$ cat config.mk
export PLATFORM = sky130hd
export DESIGN_NAME = aperture_remap
export DESIGN_NICKNAME = d
export VERILOG_FILES = /design/src/rtl/remap_pkg.sv /design/src/rtl/remap_ctrl.sv /design/src/rtl/remap_table.sv /design/src/rtl/aperture_remap.sv
export SDC_FILE = /design/constraint.sdc
export NUM_CORES = 1
export LEC_CHECK = 0
export CORE_MARGIN = 3
export CORE_UTILIZATION = 55
export DETAILED_ROUTE_END_ITERATION = 16
export DONT_BUFFER_PORTS = 1
export GPL_ROUTABILITY_DRIVEN = 0
export PLACE_DENSITY = 0.82
export SLEW_MARGIN = 20
export SYNTH_ARGS = -nofsm -noshare
export SYNTH_HDL_FRONTEND = slang
export SYNTH_SLANG_ARGS = --single-unit
$ cat constraint.sdc
create_clock -name clk -period 3.2 [get_ports clk]
set_input_delay 0.64 -clock clk [delete_from_list [all_inputs] [get_ports clk]]
set_output_delay 0.64 -clock clk [all_outputs]
set_load 0.03 [all_outputs]
$ cat src/rtl/remap_pkg.sv
package remap_pkg;
  localparam logic [7:0] OFF_CFG   = 8'h24;
  localparam logic [7:0] OFF_SEL   = 8'h28;
  localparam logic [7:0] OFF_ENTRY = 8'h2C;
  localparam int         PAGE_SHIFT = 12;

  // Strobes from register decode to the table datapath
  typedef struct packed {
    logic selWr;
    logic entryWr;
    logic rdAny;
    logic rdCfg;
    logic rdSel;
    logic rdEntry;
  } regStrobes_t;
endpackage

$ cat src/rtl/remap_ctrl.sv
module remap_ctrl
  import remap_pkg::*;
(
  input  logic        clk,
  input  logic        rstN,
  input  logic        regEn,
  input  logic        regWe,
  input  logic [7:0]  regOffset,
  input  logic        cfgBit,
  output regStrobes_t stb,
  output logic        xlatEn
);
  logic cfgWr;

  always_comb begin
    cfgWr       = regEn && regWe && (regOffset == OFF_CFG);
    stb.selWr   = regEn && regWe && (regOffset == OFF_SEL);
    stb.entryWr = regEn && regWe && (regOffset == OFF_ENTRY);
    stb.rdAny   = regEn && !regWe;
    stb.rdCfg   = regOffset == OFF_CFG;
    stb.rdSel   = regOffset == OFF_SEL;
    stb.rdEntry = regOffset == OFF_ENTRY;
  end

  always_ff @(posedge clk or negedge rstN) begin
    if (!rstN)      xlatEn <= 1'b0;
    else if (cfgWr) xlatEn <= cfgBit;
  end
endmodule

$ cat src/rtl/remap_table.sv
module remap_table
  import remap_pkg::*;
#(
  parameter logic [31:0] APER_BASE  = 32'h4000_0000,
  parameter int          PAGE_COUNT = 16
) (
  input  logic        clk,
  input  logic        rstN,
  input  regStrobes_t stb,
  input  logic        xlatEn,
  input  logic [31:0] wdata,
  output logic [31:0] rdata,
  input  logic        xlatReq,
  input  logic [31:0] xlatAddr,
  output logic        xlatHit,
  output logic        xlatFault,
  output logic [31:0] xlatPhys
);
  localparam int          IDX_W   = (PAGE_COUNT > 1) ? $clog2(PAGE_COUNT) : 1;
  localparam logic [32:0] APER_LO = {1'b0, APER_BASE};
  localparam logic [32:0] APER_HI = APER_LO + 33'(PAGE_COUNT) * 33'd4096;
  localparam logic [31:0] FRAME_MASK = 32'h7FFF_F000;

  function automatic logic inAper(input logic [31:0] a);
    return ({1'b0, a} >= APER_LO) && ({1'b0, a} < APER_HI);
  endfunction

  function automatic logic [IDX_W-1:0] idxOf(input logic [31:0] a);
    return IDX_W'((a - APER_BASE) >> PAGE_SHIFT);
  endfunction

  logic [31:0]      selAddr;
  logic             selIn;
  logic [IDX_W-1:0] selIdx;
  logic [31:0]      view [PAGE_COUNT];

  assign selIn  = inAper(selAddr);
  assign selIdx = idxOf(selAddr);

  always_ff @(posedge clk or negedge rstN) begin
    if (!rstN)          selAddr <= '0;
    else if (stb.selWr) selAddr <= wdata;
  end

  // One register per page slot
  for (genvar g = 0; g < PAGE_COUNT; g++) begin : gSlot
    logic [31:0] slot;
    always_ff @(posedge clk or negedge rstN) begin
      if (!rstN)
        slot <= '0;
      else if (stb.entryWr && selIn && (selIdx == IDX_W'(g)))
        slot <= wdata;
    end
    assign view[g] = slot;
  end

  // Register read path, one clock of latency
  always_ff @(posedge clk or negedge rstN) begin
    if (!rstN)
      rdata <= '0;
    else if (stb.rdAny) begin
      if (stb.rdCfg)        rdata <= {31'b0, xlatEn};
      else if (stb.rdSel)   rdata <= selAddr;
      else if (stb.rdEntry) rdata <= selIn ? view[selIdx] : '0;
      else                  rdata <= '0;
    end
  end

  // Lookup path
  logic        lkIn;
  logic [31:0] lkEntry;
  logic        hitNext;

  assign lkIn    = inAper(xlatAddr);
  assign lkEntry = lkIn ? view[idxOf(xlatAddr)] : '0;
  assign hitNext = xlatReq && xlatEn && lkIn && lkEntry[31];

  always_ff @(posedge clk or negedge rstN) begin
    if (!rstN) begin
      xlatHit   <= 1'b0;
      xlatFault <= 1'b0;
      xlatPhys  <= '0;
    end else begin
      xlatHit   <= hitNext;
      xlatFault <= xlatReq && !hitNext;
      xlatPhys  <= hitNext ? ((lkEntry & FRAME_MASK) | {20'b0, xlatAddr[11:0]}) : '0;
    end
  end
endmodule

$ cat src/rtl/aperture_remap.sv
module aperture_remap
  import remap_pkg::*;
#(
  parameter logic [31:0] APER_BASE  = 32'h4000_0000,
  parameter int          PAGE_COUNT = 16
) (
  input  logic        clk,
  input  logic        rstN,
  input  logic        regEn,
  input  logic        regWe,
  input  logic [7:0]  regOffset,
  input  logic [31:0] regWdata,
  output logic [31:0] regRdata,
  input  logic        xlatReq,
  input  logic [31:0] xlatAddr,
  output logic        xlatHit,
  output logic        xlatFault,
  output logic [31:0] xlatPhys
);
  regStrobes_t stb;
  logic        xlatEn;

  remap_ctrl u_ctrl (
    .clk(clk), .rstN(rstN), .regEn(regEn), .regWe(regWe),
    .regOffset(regOffset), .cfgBit(regWdata[0]), .stb(stb), .xlatEn(xlatEn)
  );

  remap_table #(.APER_BASE(APER_BASE), .PAGE_COUNT(PAGE_COUNT)) u_table (
    .clk(clk), .rstN(rstN), .stb(stb), .xlatEn(xlatEn), .wdata(regWdata),
    .rdata(regRdata), .xlatReq(xlatReq), .xlatAddr(xlatAddr),
    .xlatHit(xlatHit), .xlatFault(xlatFault), .xlatPhys(xlatPhys)
  );
endmodule

==> results by stage, run 1 <==
Drt:
- For this block, the initial DRC count from the detailed router was 1,876.
- Across all layers, the routed design uses 18,100 vias.
- The first-pass iteration count of the detailed router is 5.
- The count of nets left with antenna violations once routing finished came out at 0.
- Dividing the detail-routed via count by the number of cells gives 6.93.
- After detailed routing, the average wire length per cell comes to 29.9 µm.
- After detailed routing, the total wire length is 78,200 µm.
- The post-detailed-route DRC marker count is 0.

STA:
- The final setup violation count is 0.
- The setup skew after layout is 0.0386 ns.
- Setup repair after global routing left no endpoint under its margin.
- The transition time of the tightest slew-check pin is 3.19 ns.
- The final critical-path required period is 2.79 ns.
- The worst slew margin relative to its limit is -1.13.
- The hold violation count in the final report was 64.
- The part of the cycle the worst path needs is 0.873.
- The sum of negative setup slack is 0 ns.
- Across all hold checks on the routed design, the worst slack comes to -0.251 ns.
- The fmax is 358 MHz.
- The count of pins over their slew limit is 540.

Worst setup path:
- The cell class contributing the biggest share of worst-path delay is flip-flops.
- The critical path endpoint category is a register.
- The number of buffers and inverters on the critical path is 1.
- The slowest stage of the critical path is the dfrtp_2 cell.
- The signal on the critical path passes through or2_2 > buf_4 > o22ai_1 > o31ai_1.
- The kind of start point of the critical path is a register.
- At the worst endpoint, the arrival time is 3.27 ns.
- The critical path is of the register to register type.
- In this run the worst path has a maximum fanout of 27.
- For the worst setup path, the data required time is 3.67 ns.
- The delay of the slowest critical-path stage is 0.86 ns.

Clocking:
- TritonCTS created 60 clock buffers.
- Clock latency on the worst-skew pair, taken at its later pin, is 0.65 ns.
- CTS placed an instance of clkbuf_16 at the clock tree root.
- The clock tree from TritonCTS is yes.
- The CTS sink count is 610.
- Gates resized during post-CTS repair numbered 0.
- The clock passes through at most 3 buffers.
- The clock transition time at the flip-flop clock pins of the worst setup and hold paths is 0.06 ns.
- The H-tree generated during clock tree synthesis spans 2 levels.

Logic synthesis:
- The share of the synthesized area in the top cell type is 0.516.
- After synthesis, the cell types taking the most area are dfrtp_1 (52%), mux2_2 (18%), mux4_2 (16%).
- Counting every net in the synthesized netlist gives 2,006.
- In the synthesized netlist the async set-or-reset flop fraction comes to 1.00.
- The post-synthesis cell type count is 46.
- The cell count after synthesis is 1,929.
- The netlist area before placement is 29,600 µm².
- Each instance of the synthesized netlist takes up on average 15.4 µm².
- Of the synthesized area, sequential elements account for 0.516.
- The cell type with the highest aggregate area in the netlist is dfrtp_1.
- The number of warnings printed during yosys synthesis is 0.
- In this run, synthesis inferred 0 flip-flops with an integrated enable.
- By count the netlist is led by dfrtp_1 (610), mux2_2 (478), mux4_2 (206).
- The primary flip-flop cell chosen by synthesis mapping is dfrtp_1.
- In this run, synthesis produced a sequential element count of 610.
- Yosys instantiated no cell more often than dfrtp_1.

GRT:
- The overflow left after global routing is 0.
- The combined global-route utilization of all metal layers is 0.280.
- The initial antenna violation count is 1.
- The number of global-route vias before repair is 19,100.
- Entering global routing, the biggest net connects 611 pins.
- The global-route wire length before repair is 120,000 µm.

Status:
- The run finished, with violations left.
- The final reports fail on hold timing, slew limit.

Finish:
- Compared with the post-synthesis result, the final layout area differs by 9.62%.
- Summing all non-filler instances in the final layout gives an area of 32,500 µm².
- The antenna cell count is 0.
- The end-of-flow core utilization is 0.614.
- After the last flow step, the layout net total stands at 1,956.
- Of the cells placed in the final design, the portion with a size suffix greater than 1 is 0.456.

Run:
- The number of violations of the max-capacitance limit is 0.

Floorplan:
- The floorplan has 84 rows.
- During I/O placement, the number of pins put on the boundary was 143.
- Measured along the y axis, the die boundary spans 238 µm.
- The die footprint is 56,700 µm².
- The area of the core is 52,900 µm².
- For this configuration, the core starts out at a cell density of 0.560.
- The x dimension of the die is 238 µm.

Min path:
- In this run the worst hold path is classified as input pin to async pin.

Pwr:
- The overall power after layout is 15.0 mW.
- The static power due to leakage is 15.1 nW.
- The worst-case IR drop observed on VDD is 487 µV.
- In this run the power density over the cells is 462 nW/µm².

Placement:
- The count of port buffers added during placement is 0.
- The placed instances occupy a cell area of 30,500 µm².
- The total half-perimeter wirelength after legalization and detailed placement is 44,300 µm.
cell type report:
type,instances,area (µm²)
clock buffer,92,1730
timing repair buffer,73,861
tap,688,861
clock inverter,16,195
multi-input combinational,1132,13500
sequential,610,15300
fill,3757,20400
inverter,2,7.51
worst paths after layout:
check,start,endpoint,slack (ns),cells after the start
max in group asynchronous,rstN,u_table.selAddr[14],0.94,0
worst min register to register,u_table.gSlot[9].slot[3],u_table.gSlot[9].slot[3],0.48,1
min in group clk,xlatReq,u_table.xlatFault,0.11,1
worst min-delay path,rstN,u_table.xlatFault,-0.25,0
worst max register to register,u_table.selAddr[13],u_table.rdata[25],0.41,4
worst max-delay path,u_table.selAddr[13],u_table.rdata[25],0.41,4
sequential cells by signal (all words and copies together) (netlist names):
name	cells
u_table.gSlot.slot	512
u_ctrl.xlatEn	1
u_table.rdata	32
u_table.xlatFault	1
u_table.selAddr	32
u_table.xlatPhys	31
u_table.xlatHit	1
layout by cell type (no fill, tap or decap), types with 2 or more instances in the layout:
| master | n |
|---|---|
| clkinv_16 | 2 |
| or2_2 | 2 |
| nand4_1 | 6 |
| clkbuf_16 | 60 |
| nor3_4 | 16 |
| mux2_1 | 67 |
| mux4_2 | 206 |
| a211oi_1 | 20 |
| clkbuf_1 | 21 |
| a31oi_1 | 33 |
| bufinv_16 | 2 |
| mux2i_1 | 23 |
| o31ai_1 | 32 |
| nor4_1 | 4 |
| o22ai_1 | 31 |
| and2_1 | 51 |
| mux2_2 | 478 |
| and3_1 | 33 |
| clkinv_2 | 8 |
| a2111oi_0 | 19 |
| buf_12 | 25 |
| nand2b_1 | 35 |
| dfrtp_1 | 607 |
| nor2b_1 | 4 |
| clkinvlp_4 | 2 |
| nor3b_1 | 12 |
| nand2b_2 | 2 |
| nor2_1 | 4 |
| buf_4 | 48 |
| nand2_1 | 33 |
| dfrtp_4 | 2 |
| clkbuf_8 | 11 |
| and4b_1 | 2 |
stage by stage:
step | worst slack (ns) | std cells
2_1_floorplan | 0.564 | 1929
3_5_place_dp | 0.230 | 2505
3_3_place_gp | 0.309 | 2505
5_1_grt | 0.467 | 2613
6_report | 0.406 | 2613
4_1_cts | 0.547 | 2613
repair_timing:
action                                  in CTS  in global routing
endpoints found under the setup margin       0                  0
setup buffers                                0                  0
hold endpoints to repair                   610                610
power by group:
group,switching [mW],internal [mW],total (mW),leakage [nW]
sequential,0.0199,7.73,7.75,8.52
clock,3.04,3.90,6.94,0.937
combinational,0.174,0.142,0.316,5.63
kinds of logic (layout without fill, tap and decap cells):
family,after synthesis,in the layout,synth area share
buffers and inverters,187,183,0.0300
DFF,610,610,0.516
and+or+nand+nor,217,217,0.0489
muxes,774,774,0.372
other,1,1,0.000127
AOI/OAI and AO/OA,140,140,0.0338
routing by layer:
metal | part of all wire | GRT usage | up-vias
met5 | 0 | 0 | -
met1 | 0.39 | 0.378 | 9661
met4 | 0.037 | 0.102 | 0
li1 | - | - | 7248
met3 | 0.10 | 0.0794 | 209
met2 | 0.47 | 0.439 | 980
Power figures use the tool's default switching activity.
==> run 2: changes to the inputs <==
--- a/config.mk
+++ b/config.mk
@@ -5,12 +5,14 @@
 export SDC_FILE = /design/constraint.sdc
 export NUM_CORES = 1
 export LEC_CHECK = 0
+export BUFFER_PORTS_ARGS = -buffer_cell sky130_fd_sc_hd__buf_4
 export CORE_MARGIN = 3
 export CORE_UTILIZATION = 55
+export CTS_BUF_LIST = sky130_fd_sc_hd__clkbuf_4
 export DETAILED_ROUTE_END_ITERATION = 16
-export DONT_BUFFER_PORTS = 1
 export GPL_ROUTABILITY_DRIVEN = 0
-export PLACE_DENSITY = 0.82
+export GPL_TIMING_DRIVEN = 0
+export PLACE_DENSITY = 0.85
 export SLEW_MARGIN = 20
 export SYNTH_ARGS = -nofsm -noshare
 export SYNTH_HDL_FRONTEND = slang
==> run 2 against run 1 <==
The flow finishes with violations (setup timing). Clock power is 4.2% lower. Cell area rose by 5.1%. Clock-buffer cell count grew 136. Total power up 1.7%. Setup slack worse by 0.51 ns. Global-route usage up 4.8 points. Via count increased by 15%. Core utilization grew 3.1 points. Highest routed layer is now met5.
==> results by stage, run 2 (synthesized netlist as in run 1, its figures left out) <==
Placement:
- Buffers placed on the I/O ports in this run total 138.
- The wire-length estimate of the detail-placed layout is 58,800 µm.
- The cell area reported after detailed placement is 31,700 µm².
- The total instance count after detailed placement is 2,761.
- OpenSTA, run right after detailed placement, puts the worst setup slack at -0.662 ns.

STA:
- In the finished design, the share of the clock period the worst path needs comes to 1.03.
- The count of pins over their slew limit is 0.
- The fmax is 303 MHz.
- The worst slew margin relative to its limit is 0.144.
- The final critical-path required period is 3.30 ns.
- Setup repair after global routing could not meet its margin everywhere.
- The final worst slack is -0.104 ns.
- Setup violations remaining at the end of the flow were counted as 30.
- On the final layout, the worst clock skew is 0.0673 ns.
- The transition time of the tightest slew-check pin is 1.28 ns.
- The hold violation count in the final report came to 0.

GRT:
- The number of global-route vias before repair was 22,400.
- The combined global-route utilization of all metal layers is 0.328.
- Entering global routing, the biggest net connects 107 pins.
- Summed over all layers, the global routing overflow is 0.
- The global-route wire length before repair is 136,000 µm.
- The initial antenna violation count is 5.

Worst setup path:
- The slowest stage cell on the critical path is nor4_2.
- The most critical setup path has its endpoint at u_table.gSlot[13].slot[16].
- Data arrives at the worst endpoint at 4.13 ns.
- Walking the worst path, the cells encountered are nor4_2 > nand4_1 > nor3_2 > buf_2 > mux2_2.
- The endpoint of the lowest-slack register-to-register path is u_table.gSlot[13].slot[16].
- The maximum fanout count along the critical path is 10.
- Counting both buffers and inverters, the worst setup path holds a total of 1.
- The cell class contributing the biggest share of worst-path delay is simple AND/OR/NAND/NOR gates.
- The reg-to-reg setup timing slack is -0.10 ns.
- On the worst path, the slowest cell contributes a delay of 0.68 ns.
- In this run the critical register-to-register path is launched from u_table.selAddr[28].
- The critical setup path kind is register to register.
- The worst setup path is launched from a register.
- The required time at the worst-slack endpoint is 4.03 ns.
- The depth of the worst register-to-register path is 5.
- The source of the critical timing path is u_table.selAddr[28].
- The worst setup path is captured at a register.
- In this run the number of cells on the critical path is 5.

Finish:
- The non-filler instance count after layout is 3,066.
- The cell area after layout is 34,100 µm².
- The register with the most flip-flops in the layout has 512 of them.
- The layout cell share with drive strength beyond 1 is 0.496.
- The register containing the most flip-flops in the final layout is u_table.gSlot.slot.
- The library cell used most frequently in the layout, excluding fill and tap cells, is dfrtp_1.
- The largest registers in the layout are u_table.gSlot.slot x512, u_table.rdata x32, u_table.selAddr x32.
- The total number of nets in the final design is 2,357.
- The growth of design area from synthesis to finish is 15.2%.
- Leaving out fill and tap cells, the most frequent cells in the layout are dfrtp_1 (610), mux2_2 (478), clkbuf_4 (228), mux4_2 (206), buf_4 (170).
- The filler cell count is 3,634.

Floorplan:
- The number of ports placed on the die boundary is 143.
- The core region is 52,900 µm².
- From left edge to right edge, the die measures 238 µm.
- The floorplan step defined a die boundary enclosing 56,700 µm².
- The height of the die is 238 µm.
- The initial utilization of the core area, before any placement, comes to 0.560.
- The number of core rows is 84.

Status:
- The flow ran to the end, but the final reports show violations.
- The final reports fail on setup timing.

Clocking:
- In this run the clock root is driven by a clkbuf_4.
- The buffer levels on the longest clock path is 3.
- The deepest level of the CTS H-tree is 4.
- The number of buffers added for setup after CTS is 0.
- The CTS sink count is 610.
- The clock tree from TritonCTS is yes.
- Buffers inserted during clock tree synthesis total 157.
- The clock latency reported for the late side of the worst-skew pair is 1.01 ns.
- The clock transition time at the flip-flop clock pins of the worst setup and hold paths is 0.08 ns.

Drt:
- The detail-routed via count per cell is 6.82.
- The first-pass iteration count of the detailed router is 6.
- The routed wire length per instance is 29.9 µm.
- Once detail routing completed, the nets flagged for antenna violations numbered 0.
- In the routed design, unresolved DRC markers number 0.
- The starting DRC count in detailed routing is 2,783.
- The total detailed-routing wirelength is 91,800 µm.
- The final route contains 20,900 vias.

Pwr:
- The analysis attributes to cell leakage a power of 16.3 nW.
- The overall power after layout is 15.3 mW.
- The maximum vdd drop is 333 µV.
- The power per unit of standard cell area is 447 nW/µm².

Min path:
- The min-delay analysis places its worst path in the category input pin to async pin.

Run:
- The number of violations of the max-capacitance limit is 0.
-- run 2: cell count changes in the layout (fill, tap and decap cells not counted), sizes merged, moves of 2 or more --
cell | before | now
clkbuf | 92 | 292
buf | 73 | 264
dlygate4sd3 | 0 | 48
clkinv | 10 | 16
diode | 0 | 4
inv | 4 | 6
-- run 2: per-layer routing --
layer	wire [µm]	track usage	vias to the layer above
met2	41200	0.491	1687
met3	12100	0.126	431
met4	6120	0.202	4
met5	80	0.00505	-
li1	-	-	8143
met1	32300	0.407	10600
-- run 2: worst min-delay path by stage --
stage / startpoint / to / slack, ns / cells after the start
finish: rstN / u_table.xlatFault / 0.17 / 2
floorplan: rstN / u_ctrl.xlatEn / 0.34 / 0
detailed placement: u_table.gSlot[10].slot[2] / u_table.gSlot[10].slot[2] / 0.47 / 1
CTS: rstN / u_table.xlatPhys[1] / 0.12 / 2
global placement: u_table.gSlot[9].slot[2] / u_table.gSlot[9].slot[2] / 0.46 / 1
global route: rstN / u_table.xlatPhys[1] / 0.16 / 2
-- run 2: layout make-up --
cell class	instances	area, µm²	area share
inverters	2	7.51	0.000220
multi-input cells	1132	13500	0.395
well taps	688	861	0.0252
clock buffers	228	1710	0.0502
flip-flops and latches	610	15300	0.448
repair buffers	192	1690	0.0495
diodes	4	10.0	0.000293
clock inverters	25	190	0.00558
plain buffers	185	898	0.0263
-- run 2: power breakdown --
part	internal, mW	leakage (nW)	switching, mW
combinational	0.270	6.66	0.610
sequential	7.72	8.52	0.0104
clock	3.47	1.14	3.18
-- run 2: metrics by stage --
stage	hold slack, ns	TNS (ns)	util
after detailed placement	0.474	-18.27	0.599
after global placement	0.461	-2903.97	0.596
final	0.170	-1.35	0.645
after global routing	0.161	-0.000975	0.645
after floorplan	0.344	0	-
after CTS	0.123	0	0.644
-- run 2: repair_timing --
item | 4_1_cts | 5_1_grt
endpoints found under the hold margin | 300 | 0
gates resized for setup | 4 | 12
hold buffers | 48 | 0
setup endpoints to repair | 30 | 27
gates cloned | 0 | 0
